`src/rtl/doze_clk_pkg.sv`:
```
package doze_clk_pkg;
  localparam int DATA_W     = 16;
  localparam int RATIO_W    = 3;
  localparam int FRC_W      = 3;
  localparam int POST_W     = 2;
  localparam int PRE_W      = 5;
  localparam int CNT_W      = (1 << RATIO_W) - 1;
  localparam int FRC_DIV_W  = 9;
  localparam int POST_DIV_W = 4;
  localparam int PRE_DIV_W  = PRE_W + 1;

  // field positions (decoded by the clock tree and by software)
  localparam int ROI_BIT   = 15;
  localparam int RATIO_LSB = 12;
  localparam int EN_BIT    = 11;
  localparam int FRC_LSB   = 8;
  localparam int POST_LSB  = 6;
  localparam int PRE_LSB   = 0;

  localparam logic [RATIO_W-1:0] RATIO_RST = 3'd3;
  localparam logic [POST_W-1:0]  POST_RST  = 2'b01;
  localparam logic [POST_W-1:0]  POST_RSVD = 2'b10;

  typedef struct packed {
    logic loadRatio;  // take ratio field from bus
    logic setEn;      // turn doze on
    logic clrEn;      // turn doze off
    logic loadMisc;   // take remaining fields from bus
  } cdzStrobe_t;

  function automatic logic [FRC_DIV_W-1:0] frcDecode(input logic [FRC_W-1:0] code);
    logic [FRC_DIV_W-1:0] v;
    if (code == '1) v = FRC_DIV_W'(256);
    else            v = FRC_DIV_W'(1) << code;
    return v;
  endfunction

  function automatic logic [POST_DIV_W-1:0] postDecode(input logic [POST_W-1:0] code);
    logic [POST_DIV_W-1:0] v;
    case (code)
      2'b00:   v = POST_DIV_W'(2);
      2'b11:   v = POST_DIV_W'(8);
      default: v = POST_DIV_W'(4);
    endcase
    return v;
  endfunction
endpackage

```
`src/rtl/doze_clk_ctrl.sv`:
```
module doze_clk_ctrl
  import doze_clk_pkg::*;
(
  input  logic               wrEn,
  input  logic [RATIO_W-1:0] wrRatio,
  input  logic               wrEnBit,
  input  logic               irqPulse,
  input  logic               curRoi,
  input  logic               curEn,
  input  logic [RATIO_W-1:0] curRatio,
  output cdzStrobe_t         strb
);
  logic [RATIO_W-1:0] effRatio;
  logic irqClr;

  always_comb begin
    strb.loadRatio = wrEn && !curEn;
    effRatio       = strb.loadRatio ? wrRatio : curRatio;
    irqClr         = irqPulse && curRoi;
    strb.clrEn     = irqClr || (wrEn && !wrEnBit);
    strb.setEn     = wrEn && wrEnBit && (effRatio != '0) && !irqClr;
    strb.loadMisc  = wrEn;
  end

  always_comb begin
    a_r5_no_set_on_irq: assert (!(irqClr && strb.setEn))
      else $error("R5: set and recovery clear in same cycle");
  end
endmodule

```
`src/rtl/doze_clk_dp.sv`:
```
module doze_clk_dp
  import doze_clk_pkg::*;
(
  input  logic                  clk,
  input  logic                  porRstN,
  input  cdzStrobe_t            strb,
  input  logic [DATA_W-1:0]     wrData,
  input  logic                  irqPulse,
  output logic                  roi,
  output logic                  dozeEn,
  output logic [RATIO_W-1:0]    ratio,
  output logic [DATA_W-1:0]     rdData,
  output logic                  cpuClkEn,
  output logic [FRC_DIV_W-1:0]  frcDiv,
  output logic [POST_DIV_W-1:0] pllPostDiv,
  output logic [PRE_DIV_W-1:0]  pllPreDiv
);
  logic [FRC_W-1:0]  frcSel;
  logic [POST_W-1:0] postSel;
  logic [PRE_W-1:0]  preSel;
  logic [CNT_W-1:0]  cnt, cntNext, cntMask;
  logic [RATIO_W-1:0] nRatio, activeNow, activeNext;
  logic nEn;
  logic [POST_W-1:0] wrPost;

  assign wrPost = wrData[POST_LSB +: POST_W];

  // register fields
  always_ff @(posedge clk or negedge porRstN) begin
    if (!porRstN) begin
      roi     <= 1'b0;
      ratio   <= RATIO_RST;
      dozeEn  <= 1'b0;
      frcSel  <= '0;
      postSel <= POST_RST;
      preSel  <= '0;
    end else begin
      ratio  <= nRatio;
      dozeEn <= nEn;
      if (strb.loadMisc) begin
        roi     <= wrData[ROI_BIT];
        frcSel  <= wrData[FRC_LSB +: FRC_W];
        postSel <= wrPost;
        preSel  <= wrData[PRE_LSB +: PRE_W];
      end
    end
  end

  // decoded PLL output divide keeps its last legal value
  always_ff @(posedge clk or negedge porRstN) begin
    if (!porRstN)                                   pllPostDiv <= postDecode(POST_RST);
    else if (strb.loadMisc && wrPost != POST_RSVD)  pllPostDiv <= postDecode(wrPost);
  end

  // doze strobe generator
  always_comb begin
    nRatio     = strb.loadRatio ? wrData[RATIO_LSB +: RATIO_W] : ratio;
    nEn        = strb.clrEn ? 1'b0 : (strb.setEn ? 1'b1 : dozeEn);
    activeNow  = dozeEn ? ratio : '0;
    activeNext = nEn ? nRatio : '0;
    cntMask    = CNT_W'((1 << activeNow) - 1);
    cntNext    = (activeNext != activeNow) ? '0 : ((cnt + CNT_W'(1)) & cntMask);
  end

  always_ff @(posedge clk or negedge porRstN) begin
    if (!porRstN) cnt <= '0;
    else          cnt <= cntNext;
  end

  assign cpuClkEn = (cnt == '0);

  always_comb begin
    rdData = '0;
    rdData[ROI_BIT]                = roi;
    rdData[RATIO_LSB +: RATIO_W]   = ratio;
    rdData[EN_BIT]                 = dozeEn;
    rdData[FRC_LSB +: FRC_W]       = frcSel;
    rdData[POST_LSB +: POST_W]     = postSel;
    rdData[PRE_LSB +: PRE_W]       = preSel;
  end

  assign frcDiv    = frcDecode(frcSel);
  assign pllPreDiv = PRE_DIV_W'(preSel) + PRE_DIV_W'(2);

  a_r3_ratio_locked: assert property (@(posedge clk) disable iff (!porRstN)
    dozeEn |=> $stable(ratio)) else $error("R3: ratio changed while doze on");
  a_r4_no_zero_enable: assert property (@(posedge clk) disable iff (!porRstN)
    dozeEn |-> ratio != '0) else $error("R4: doze on with ratio 0");
  a_r5_irq_recovers: assert property (@(posedge clk) disable iff (!porRstN)
    (irqPulse && roi) |=> !dozeEn) else $error("R5: interrupt did not clear doze");
  a_r6_full_rate: assert property (@(posedge clk) disable iff (!porRstN)
    !dozeEn |-> cpuClkEn) else $error("R6: strobe low with doze off");
  a_r2_bit5_zero: assert property (@(posedge clk) disable iff (!porRstN)
    rdData[5] == 1'b0) else $error("R2: bit 5 read as 1");
  a_r9_legal_post: assert property (@(posedge clk) disable iff (!porRstN)
    $countones(pllPostDiv) == 1 && pllPostDiv != POST_DIV_W'(1))
    else $error("R9: illegal PLL output divide");
endmodule

```
`src/rtl/doze_clk_ctl.sv`:
```
module doze_clk_ctl
  import doze_clk_pkg::*;
(
  input  logic                  clk,
  input  logic                  porRstN,
  input  logic                  busWrEn,
  input  logic [DATA_W-1:0]     busWrData,
  output logic [DATA_W-1:0]     busRdData,
  input  logic                  irqPulse,
  output logic                  cpuClkEn,
  output logic [FRC_DIV_W-1:0]  frcDiv,
  output logic [POST_DIV_W-1:0] pllPostDiv,
  output logic [PRE_DIV_W-1:0]  pllPreDiv
);
  cdzStrobe_t strb;
  logic roi, dozeEn;
  logic [RATIO_W-1:0] ratio;

  doze_clk_ctrl u_ctrl (
    .wrEn     (busWrEn),
    .wrRatio  (busWrData[RATIO_LSB +: RATIO_W]),
    .wrEnBit  (busWrData[EN_BIT]),
    .irqPulse (irqPulse),
    .curRoi   (roi),
    .curEn    (dozeEn),
    .curRatio (ratio),
    .strb     (strb)
  );

  doze_clk_dp u_dp (
    .clk        (clk),
    .porRstN    (porRstN),
    .strb       (strb),
    .wrData     (busWrData),
    .irqPulse   (irqPulse),
    .roi        (roi),
    .dozeEn     (dozeEn),
    .ratio      (ratio),
    .rdData     (busRdData),
    .cpuClkEn   (cpuClkEn),
    .frcDiv     (frcDiv),
    .pllPostDiv (pllPostDiv),
    .pllPreDiv  (pllPreDiv)
  );
endmodule

```
`config.mk`:
```
export PLATFORM = sky130hd
export DESIGN_NAME = doze_clk_ctl
export DESIGN_NICKNAME = d
export VERILOG_FILES = /design/src/rtl/doze_clk_pkg.sv /design/src/rtl/doze_clk_ctrl.sv /design/src/rtl/doze_clk_dp.sv /design/src/rtl/doze_clk_ctl.sv
export SDC_FILE = /design/constraint.sdc
export NUM_CORES = 1
export LEC_CHECK = 0
export BUFFER_PORTS_ARGS = -buffer_cell sky130_fd_sc_hd__buf_4
export CORE_MARGIN = 5
export CORE_UTILIZATION = 47
export CTS_CLUSTER_SIZE = 25
export DETAILED_ROUTE_END_ITERATION = 6
export PLACE_DENSITY_LB_ADDON = 0.1
export SLEW_MARGIN = 20
export SYNTH_ARGS = -nofsm -noshare
export SYNTH_HDL_FRONTEND = slang
export SYNTH_SLANG_ARGS = --single-unit
```
`constraint.sdc`:
```
create_clock -name clk -period 2.1 [get_ports clk]
set_clock_uncertainty 0.2 [all_clocks]
set_input_delay 0.21 -clock clk [delete_from_list [all_inputs] [get_ports clk]]
set_output_delay 0.21 -clock clk [all_outputs]
set_load 0.02 [all_outputs]
```
==> reports/results.ini, run 1 <==
[status]
status = finished clean

[die]
die_h_um = 63.5
fp.dieW_um = 63.5
initial_utilization_pct = 48.8
io_pins = 56
die-area_um2 = 4030
rows = 19
core_area_um2 = 2760

[clock_tree]
cts.reportedPaths.clkPinSlew_ns = 0.13
cts_buffers = 3
cts_tree = built
clock_latency_ns = 0.31
clockRootBuffer = clkbuf_4
cts_buffer_depth = 2
htreeDepth = 1
cts_sinks = 25

[worst_setup_path]
crit_buf_inv = 2
end_kind = output pin
crit_required_ns = 1.69
critPathTopFamily = simple AND/OR/NAND/NOR gates
critPathKind = reg -> out
startpoint_type = flop
cp_cell_sequence = inv_2, ha_4, or4b_4, nor3_4, buf_6
cp_max_fo = 2
crit_path_top_delay_cell = or4b_4
cp_slowest_stage_delay_ns = 0.46
cp_data_arrival_time_ns = 1.65

[timing]
tns_ns = 0
hold_ws_ns = 0.0494
slew_violations = 0
period_needed_ns = 2.06
setup_violations = 0
period_share_pct = 98.3
fmax_mhz = 484
rsz0062_at_grt = true
hold_viol_final = 0

[yosys]
yosys.area.top_type = dfrtp_1
async_flop_share_pct = 100
yosysWarnings = 0
ys_seq_elements = 25
seq_area_frac_synth_pct = 46.9
netlist_instances = 118
synth_edf_count = 0
avgSynthCellArea_um2 = 11.4
synth_ff_type = dfrtp_1
synth_top_area_share_pct = 39.1
yosysUniqueCellTypes = 28
netlist_area_um2 = 1350
synthTopCellsByArea = dfrtp_1, mux2_2, dfstp_2, ha_1, buf_4

[drt]
ant_nets = 0
wl_um = 3030
vias = 1111
drt_pass1_iterations = 4
routed_via_density = 5.10
drt_drc_violations_left = 0
post_drt_wl_per_cell_um = 13.9
drt_iter0_markers = 13

[job]
cap_violations = 0

[layout]
design_area_um2 = 1960
num_antenna_cells = 0
num-fill-cells = 210
areaGrowthSynthToFinish_pct = 45.9
nets = 215
drive_gt1_share_pct = 46.0

[pwr]
clockPowerShare_pct = 16.2
power_frac_seq_pct = 47.2
intPower_uw = 856
power_leakage_uw = 0.000957
pwr-share-comb_pct = 36.6
ir_worst_vdd_uv = 543
switching_share_pct = 33.0
power_density_nw_per_um2 = 651
p_switching_uw = 422

[global_route]
grtUsageTotal_pct = 15.0
grt-ovfl-total = 0
grt_first_pass_wirelength_um = 4910
grt_max_degree = 26
first_global_vias = 1109
antenna_found_initial = 0

[hold_path]
worstHoldPathType = in -> reg

[placed_design]
portBuffers = 51
dp_hpwl_um = 2190
routabilityCongestion = 0.787
placed_area_um2 = 1720

flip-flops by register name, summed over array words and instances, names as in the netlist:
signal	flops
u_dp.cnt	7
u_dp.dozeEn	1
u_dp.frcSel	3
u_dp.pllPostDiv	3
u_dp.postSel	2
u_dp.preSel	5
u_dp.ratio	3
u_dp.roi	1
metal layers:
metal | part of all wire (%) | wire (um) | up-vias | track usage [%]
met5 | 0 | 0 | - | 0
met4 | 1.3 | 39 | 0 | 6.49
met3 | 6.9 | 208 | 4 | 2.31
met2 | 51 | 1550 | 42 | 27.4
met1 | 41 | 1240 | 523 | 17.1
li1 | - | - | 542 | -
cell families after synthesis:
logic type | count (synthesis) | synth area share, %
other | 1 | 0.279
multiplexers | 17 | 14.5
XOR/XNOR | 8 | 5.21
flip-flops | 25 | 46.9
AND/OR/NAND/NOR | 37 | 16.3
AO/OA/AOI/OAI | 8 | 4.09
adder cells (fa/ha/maj) | 7 | 6.51
buffers and inverters | 15 | 6.23
synthesized netlist by cell type (4+ instances only):
master / instances
xor2_1: 5
dfrtp_1: 21
buf_4: 7
nor3b_1: 6
dfstp_2: 4
and3_1: 4
nand3_1: 7
ha_1: 7
mux2_2: 16
inv_1: 7
nor3_1: 6
nor2_1: 5
final cells by class:
| class | instances | area [um^2] | share of cell area (%) |
|---|---|---|---|
| Tap cell | 31 | 38.8 | 1.98 |
| Timing Repair Buffer | 71 | 574 | 29.3 |
| Inverter | 7 | 26.3 | 1.34 |
| Sequential cell | 25 | 631 | 32.1 |
| Clock buffer | 4 | 26.3 | 1.34 |
| Multi-Input combinational cell | 80 | 666 | 33.9 |
power by group through the flow:
stage                     Clock (uW)  Combinational [uW]  Sequential [uW]
after floorplan                    0                 207              648
after global placement             0                 412              609
after detailed placement           0                 418              614
after CTS                        215                 461              603
after global routing             239                 502              615
final                            207                 467              603
placed cells by master (no fill, tap or decap), drive strengths merged, types with 2 or more instances in the layout:
cell type | netlist | routed
nand2b | 2 | 2
nor2 | 5 | 5
conb | 1 | 3
o21ai | 3 | 3
nand2 | 3 | 3
xor2 | 5 | 5
dlygate4sd3 | 0 | 15
dfstp | 4 | 4
and3 | 4 | 4
xnor2 | 3 | 3
ha | 7 | 7
dfrtp | 21 | 21
clkbuf | 0 | 4
buf | 8 | 56
mux2 | 17 | 17
nor3b | 6 | 6
nand3 | 7 | 7
inv | 7 | 7
and3b | 2 | 2
nor3 | 6 | 6
per-stage QoR:
stage	setup slack (ns)	util, %	total power [uW]	std cells
3_5_place_dp	0.135	62.5	1030	195
4_1_cts	-0.0321	70.2	1280	216
5_1_grt	-0.0428	71.1	1360	218
3_3_place_gp	0.207	62.5	1020	195
2_1_floorplan	0.0714	-	855	120
6_report	0.0358	71.1	1280	218
what timing repair did:
item | in CTS | in global routing
hold buffers | 15 | 0
pin swaps | 2 | 1
endpoints found under the setup margin | 1 | 1
endpoints found under the hold margin | 39 | 0
gates resized for setup | 6 | 2
setup buffers | 2 | 2
path summary, 6_finish.rpt:
path / slack [ns] / start / cells past startpoint / endpoint
max in group asynchronous: 1.29 / porRstN / 2 / u_dp.pllPostDiv[2]
setup reg to reg: 0.35 / u_dp.ratio[2] / 6 / u_dp.cnt[6]
setup / recovery: 0.04 / u_dp.cnt[0] / 5 / cpuClkEn
hold reg to reg: 0.33 / u_dp.pllPostDiv[1] / 1 / u_dp.pllPostDiv[1]
hold / removal: 0.05 / busWrEn / 2 / u_dp.preSel[1]
min in group asynchronous: 0.12 / porRstN / 2 / u_dp.cnt[6]
Power figures use the tool's default switching activity.
==> run 2, diff against run 1 <==
--- a/config.mk
+++ b/config.mk
@@ -5,7 +5,7 @@
 export SDC_FILE = /design/constraint.sdc
 export NUM_CORES = 1
 export LEC_CHECK = 0
-export BUFFER_PORTS_ARGS = -buffer_cell sky130_fd_sc_hd__buf_4
+export BUFFER_PORTS_ARGS = -buffer_cell sky130_fd_sc_hd__buf_2
 export CORE_MARGIN = 5
 export CORE_UTILIZATION = 47
 export CTS_CLUSTER_SIZE = 25
==> run 2 against run 1 <==
Against the previous run: non-clock buffer count is 10 higher; fmax is 1.0% lower; cell count is 4.6% higher; design area is 2.8% lower; global-route usage is 1.4 points higher; register-to-register slack worse by 0.34 ns; critical endpoint is now u_dp.cnt[0]; critical path type is now reg -> reg; core utilization is 2.0 points lower.
==> reports/results.ini, run 2 (same netlist as run 1, synthesis figures left out) <==
[drt]
top_layer = met4
drt_iter0_markers = 22
ant_nets = 0
drt_pass1_iterations = 4
post_drt_wl_per_cell_um = 14.0
wl_um = 3200
drt-met1-wl_um = 1270
wl_met2_um = 1620
routed_via_density = 5.12
met3WireLength_um = 247
drt_drc_violations_left = 0
vias = 1168

[placed_design]
place_inst = 196
dp_hpwl_um = 2190
pre_cts_ws_ns = 0.173
routabilityCongestion = 0.749
placed_area_um2 = 1600
portBuffers = 51

[global_route]
grt_max_degree = 26
grt-ovfl-total = 0
grtUsageTotal_pct = 16.4
antenna_found_initial = 0
grt_first_pass_wirelength_um = 5450
first_global_vias = 1214

[clock_tree]
cts_buffers = 3
cts_buffer_depth = 2
cts_sinks = 25
cts.reportedPaths.clkPinSlew_ns = 0.13
clockRootBuffer = clkbuf_4
htreeDepth = 1
clock_latency_ns = 0.31
cts_tree = built

[timing]
hold_ws_ns = 0.0716
slew_headroom_pct = 63.8
period_needed_ns = 2.09
tightestPinTransition_ns = 0.544
fin_ws_ns = 0.0143
setup_violations = 0
period_share_pct = 99.3
fmax_mhz = 479
slew_violations = 0
hold_viol_final = 0
rsz0062_at_grt = true

[worst_setup_path]
critPathTopFamily = buffers and inverters
crit_path_top_delay_cell = dfrtp_1
cp_max_fo = 2
cpMostUsedCell = buf_4
cp_data_arrival_time_ns = 2.10
cp_slowest_stage_delay_ns = 0.40
cp_cell_sequence = inv_2, buf_4, buf_4, buf_4, buf_4, buf_4, buf_4, buf_4, buf_4, buf_4, buf_4, and3_4
reg2reg_depth = 12
crit_required_ns = 2.11
rrSetupSlack_ns = 0.01
critPathKind = reg -> reg
r2r_start = u_dp.cnt[0]
startpoint_type = flop
timing.rr.end = u_dp.cnt[0]
end_kind = flop
crit_buf_inv = 11

[layout]
num_antenna_cells = 0
final_cell_mix = buf_2, dfrtp_1, mux2_2, buf_4, dlygate4sd3_1
drive_gt1_share_pct = 49.2
nets = 225
areaGrowthSynthToFinish_pct = 41.8
regMostFlops = u_dp.cnt
design_area_um2 = 1910
largest_reg_flops = 7
final_cell_count_no_fill = 228
layout_commonest_cell = buf_2
top_regs = u_dp.cnt x7, u_dp.preSel x5

[hold_path]
whs_path_depth = 3
worstHoldStart = busWrEn
worstHoldPathType = in -> reg
holdPathEnd = u_dp.preSel[1]

[pwr]
power_leakage_uw = 0.000960
ir_worst_vdd_uv = 476
power_density_nw_per_um2 = 660

[die]
rows = 19
io_pins = 56
die-area_um2 = 4030
initial_utilization_pct = 48.8
fp.dieW_um = 63.5
core_area_um2 = 2760
die_h_um = 63.5

[status]
status = finished clean

[job]
cap_violations = 0

==> run 2: worst max-delay path by stage <==
stage / startpoint / to / slack (ns) / cells after the start
finish: u_dp.cnt[0] / u_dp.cnt[0] / 0.01 / 12
global route: u_dp.cnt[0] / u_dp.cnt[0] / -0.03 / 12
CTS: u_dp.cnt[0] / cpuClkEn / 0.002 / 5
detailed placement: u_dp.cnt[0] / cpuClkEn / 0.17 / 5
global placement: u_dp.cnt[0] / cpuClkEn / 0.21 / 5
floorplan: u_dp.cnt[0] / cpuClkEn / 0.07 / 4
==> run 2: layout make-up <==
class | instances | area, um^2
sequential | 25 | 631
multi-input combinational | 80 | 664
inverter | 7 | 26.3
clock buffer | 4 | 26.3
tap | 31 | 38.8
timing repair buffer | 81 | 520
fill | 214 | 851
==> run 2: power by group <==
| part | internal (uW) | leakage, uW | switching [uW] |
|---|---|---|---|
| Combinational | 219 | 0.000639 | 227 |
| Sequential | 539 | 0.000306 | 64.1 |
| Clock | 74.1 | 0.0000150 | 135 |
| Total | 832 | 0.000960 | 426 |
==> run 2: worst reg2reg max path, cell delays in order, from the launching register on <==
cell and delay (ns):
dfrtp_1 0.40, inv_2 0.06, buf_4 0.13, buf_4 0.12, buf_4 0.12, buf_4 0.12
buf_4 0.12, buf_4 0.12, buf_4 0.12, buf_4 0.12, buf_4 0.12, buf_4 0.12
and3_4 0.13
==> run 2: per-layer routing <==
layer	up-vias	track usage, %
li1	560	-
met1	560	19.1
met2	42	28.3
met3	6	4.62
met4	0	6.23
met5	-	0
==> run 2: timing repair <==
action                     CTS  global route
resized for setup            7             1
setup endpoints to repair    1             2
hold endpoints to repair    35             0
hold buffers                15             0
pin swaps                    2             1
setup buffers               12             1
==> run 2: stage by stage <==
step | TNS (ns) | utilization, % | power [uW]
after floorplan | 0 | - | 855
after global placement | 0 | 58.2 | 967
after detailed placement | 0 | 58.2 | 980
after CTS | 0 | 68.7 | 1260
after global routing | -0.0485 | 69.1 | 1340
final | 0 | 69.1 | 1260
==> run 3, diff against run 2 <==
--- a/config.mk
+++ b/config.mk
@@ -5,9 +5,11 @@
 export SDC_FILE = /design/constraint.sdc
 export NUM_CORES = 1
 export LEC_CHECK = 0
-export BUFFER_PORTS_ARGS = -buffer_cell sky130_fd_sc_hd__buf_2
+export BUFFER_PORTS_ARGS = -buffer_cell sky130_fd_sc_hd__clkbuf_2
+export CELL_PAD_IN_SITES_DETAIL_PLACEMENT = 1
+export CELL_PAD_IN_SITES_GLOBAL_PLACEMENT = 1
 export CORE_MARGIN = 5
-export CORE_UTILIZATION = 47
+export CORE_UTILIZATION = 35
 export CTS_CLUSTER_SIZE = 25
 export DETAILED_ROUTE_END_ITERATION = 6
 export PLACE_DENSITY_LB_ADDON = 0.1
==> run 3 against run 2 <==
Against the previous run: first-iteration DRC count decreased by 64%; register-to-register slack improved by 0.33 ns; critical path type is now reg -> out; power increased by 1.8%; critical endpoint is now cpuClkEn; design area decreased by 5.4%; worst setup slack improved by 0.090 ns; core utilization decreased by 20 points; non-clock buffer count decreased by 15.
==> reports/results.ini, run 3 (same netlist as run 1, synthesis figures left out) <==
[layout]
top_regs = u_dp.cnt x7, u_dp.preSel x5
final_cell_mix = clkbuf_2, dfrtp_1, mux2_2, dlygate4sd3_1
design_area_um2 = 1800
layout_commonest_cell = clkbuf_2
final_cell_count_no_fill = 230
num_antenna_cells = 0
drive_gt1_share_pct = 45.6
areaGrowthSynthToFinish_pct = 34.1
nets = 210
largest_reg_flops = 7
num-fill-cells = 432
regMostFlops = u_dp.cnt

[die]
core_area_um2 = 3690
initial_utilization_pct = 36.5
io_pins = 56
die_h_um = 72.0
rows = 22
fp.dieW_um = 72.0
die-area_um2 = 5180

[clock_tree]
clock_latency_ns = 0.26
htreeDepth = 1
cts_buffer_depth = 2
cts_tree = built
cts_buffers = 3
cts_sinks = 25
clockRootBuffer = clkbuf_8
cts.reportedPaths.clkPinSlew_ns = 0.09

[worst_setup_path]
cp_data_arrival_time_ns = 1.59
r2r_start = u_dp.ratio[2]
crit_required_ns = 1.69
crit_path_start = u_dp.cnt[0]
reg2reg_depth = 7
timing.rr.end = u_dp.cnt[6]
cp_max_fo = 2
critPathKind = reg -> out
critPathTopFamily = simple AND/OR/NAND/NOR gates
cp_cell_sequence = inv_1, ha_1, or4b_4, nor3_2, buf_4
crit_buf_inv = 2
cp_slowest_stage_delay_ns = 0.45
startpoint_type = flop
end_kind = output pin
crit_path_top_delay_cell = or4b_4
rrSetupSlack_ns = 0.34
crit_cells = 5
endpoint = cpuClkEn

[timing]
tightestPinTransition_ns = 0.621
fmax_mhz = 501
slew_violations = 0
rsz0062_at_grt = false
hold_ws_ns = 0.0147
hold_viol_final = 0
slew_headroom_pct = 58.6
period_share_pct = 95.0
setup_violations = 0
tns_ns = 0
period_needed_ns = 2.00

[pwr]
power_density_nw_per_um2 = 710
power_leakage_uw = 0.000905
ir_worst_vdd_uv = 309

[drt]
wl_um = 3260
ant_nets = 0
vias = 1095
drt_pass1_iterations = 4
routed_via_density = 4.76
drt_iter0_markers = 8
drt_drc_violations_left = 0
post_drt_wl_per_cell_um = 14.2

[placed_design]
place_inst = 212
routabilityCongestion = 0.800
placed_area_um2 = 1620
dp_hpwl_um = 2460
portBuffers = 51

[hold_path]
worstHoldPathType = in -> reg

[global_route]
grt_max_degree = 26
first_global_vias = 1087
grt-ovfl-total = 0
grt_first_pass_wirelength_um = 5020
grtUsageTotal_pct = 12.3
antenna_found_initial = 0

[status]
status = finished clean

[job]
cap_violations = 0

## run 3: how the worst min path moves through the flow
stage                       start                 end  depth (start not counted)
finish              busWrData[13]       u_dp.ratio[1]                          2
global route        busWrData[12]       u_dp.ratio[0]                          2
global placement          porRstN  u_dp.pllPostDiv[1]                          1
detailed placement        porRstN  u_dp.pllPostDiv[1]                          1
CTS                 busWrData[13]       u_dp.ratio[1]                          2
floorplan                 porRstN         u_dp.cnt[0]                          0
## run 3: timing repair
item,CTS,global route
gates resized for setup,3,1
endpoints found under the setup margin,1,1
buffers inserted,2,2
pin swaps,1,1
hold buffers,10,0
hold endpoints to repair,30,0
## run 3: layout make-up
type                            count  area (um^2)  share of cell area (%)
Clock buffer                        4         45.0                    2.50
Sequential cell                    25          631                    35.0
Timing Repair Buffer               66          395                    21.9
Tap cell                           48         60.1                    3.33
Inverter                            7         26.3                    1.46
Multi-Input combinational cell     80          647                    35.9
## run 3: per-layer routing
metal,vias to the layer above,global-route usage (%),routed length [um]
li1,529,-,-
met1,525,14.6,1430
met2,37,21.4,1550
met3,4,3.19,236
met4,0,4.38,40
met5,-,0,0
## run 3: metrics by stage
step	utilization (%)	total power, uW	setup WS [ns]
6_report	48.9	1280	0.104
3_3_place_gp	43.9	970	0.176
2_1_floorplan	-	855	0.0714
4_1_cts	48.5	1300	0.0189
5_1_grt	48.9	1360	0.00925
3_5_place_dp	43.9	981	0.138
## run 3: worst reg2reg max path, cell delays in order (launching register included)
cell     delay (ns)
dfrtp_1        0.47
o31ai_1        0.23
inv_1          0.10
ha_1           0.24
nand2_1        0.08
o21ai_0        0.07
a32oi_1        0.20
nor3_1         0.06
## run 3: power by group
part           leakage, uW  internal (uW)  switching, uW
logic             0.000576            180            218
clock network    0.0000228            136            147
registers         0.000306            539           63.1
total             0.000905            854            428
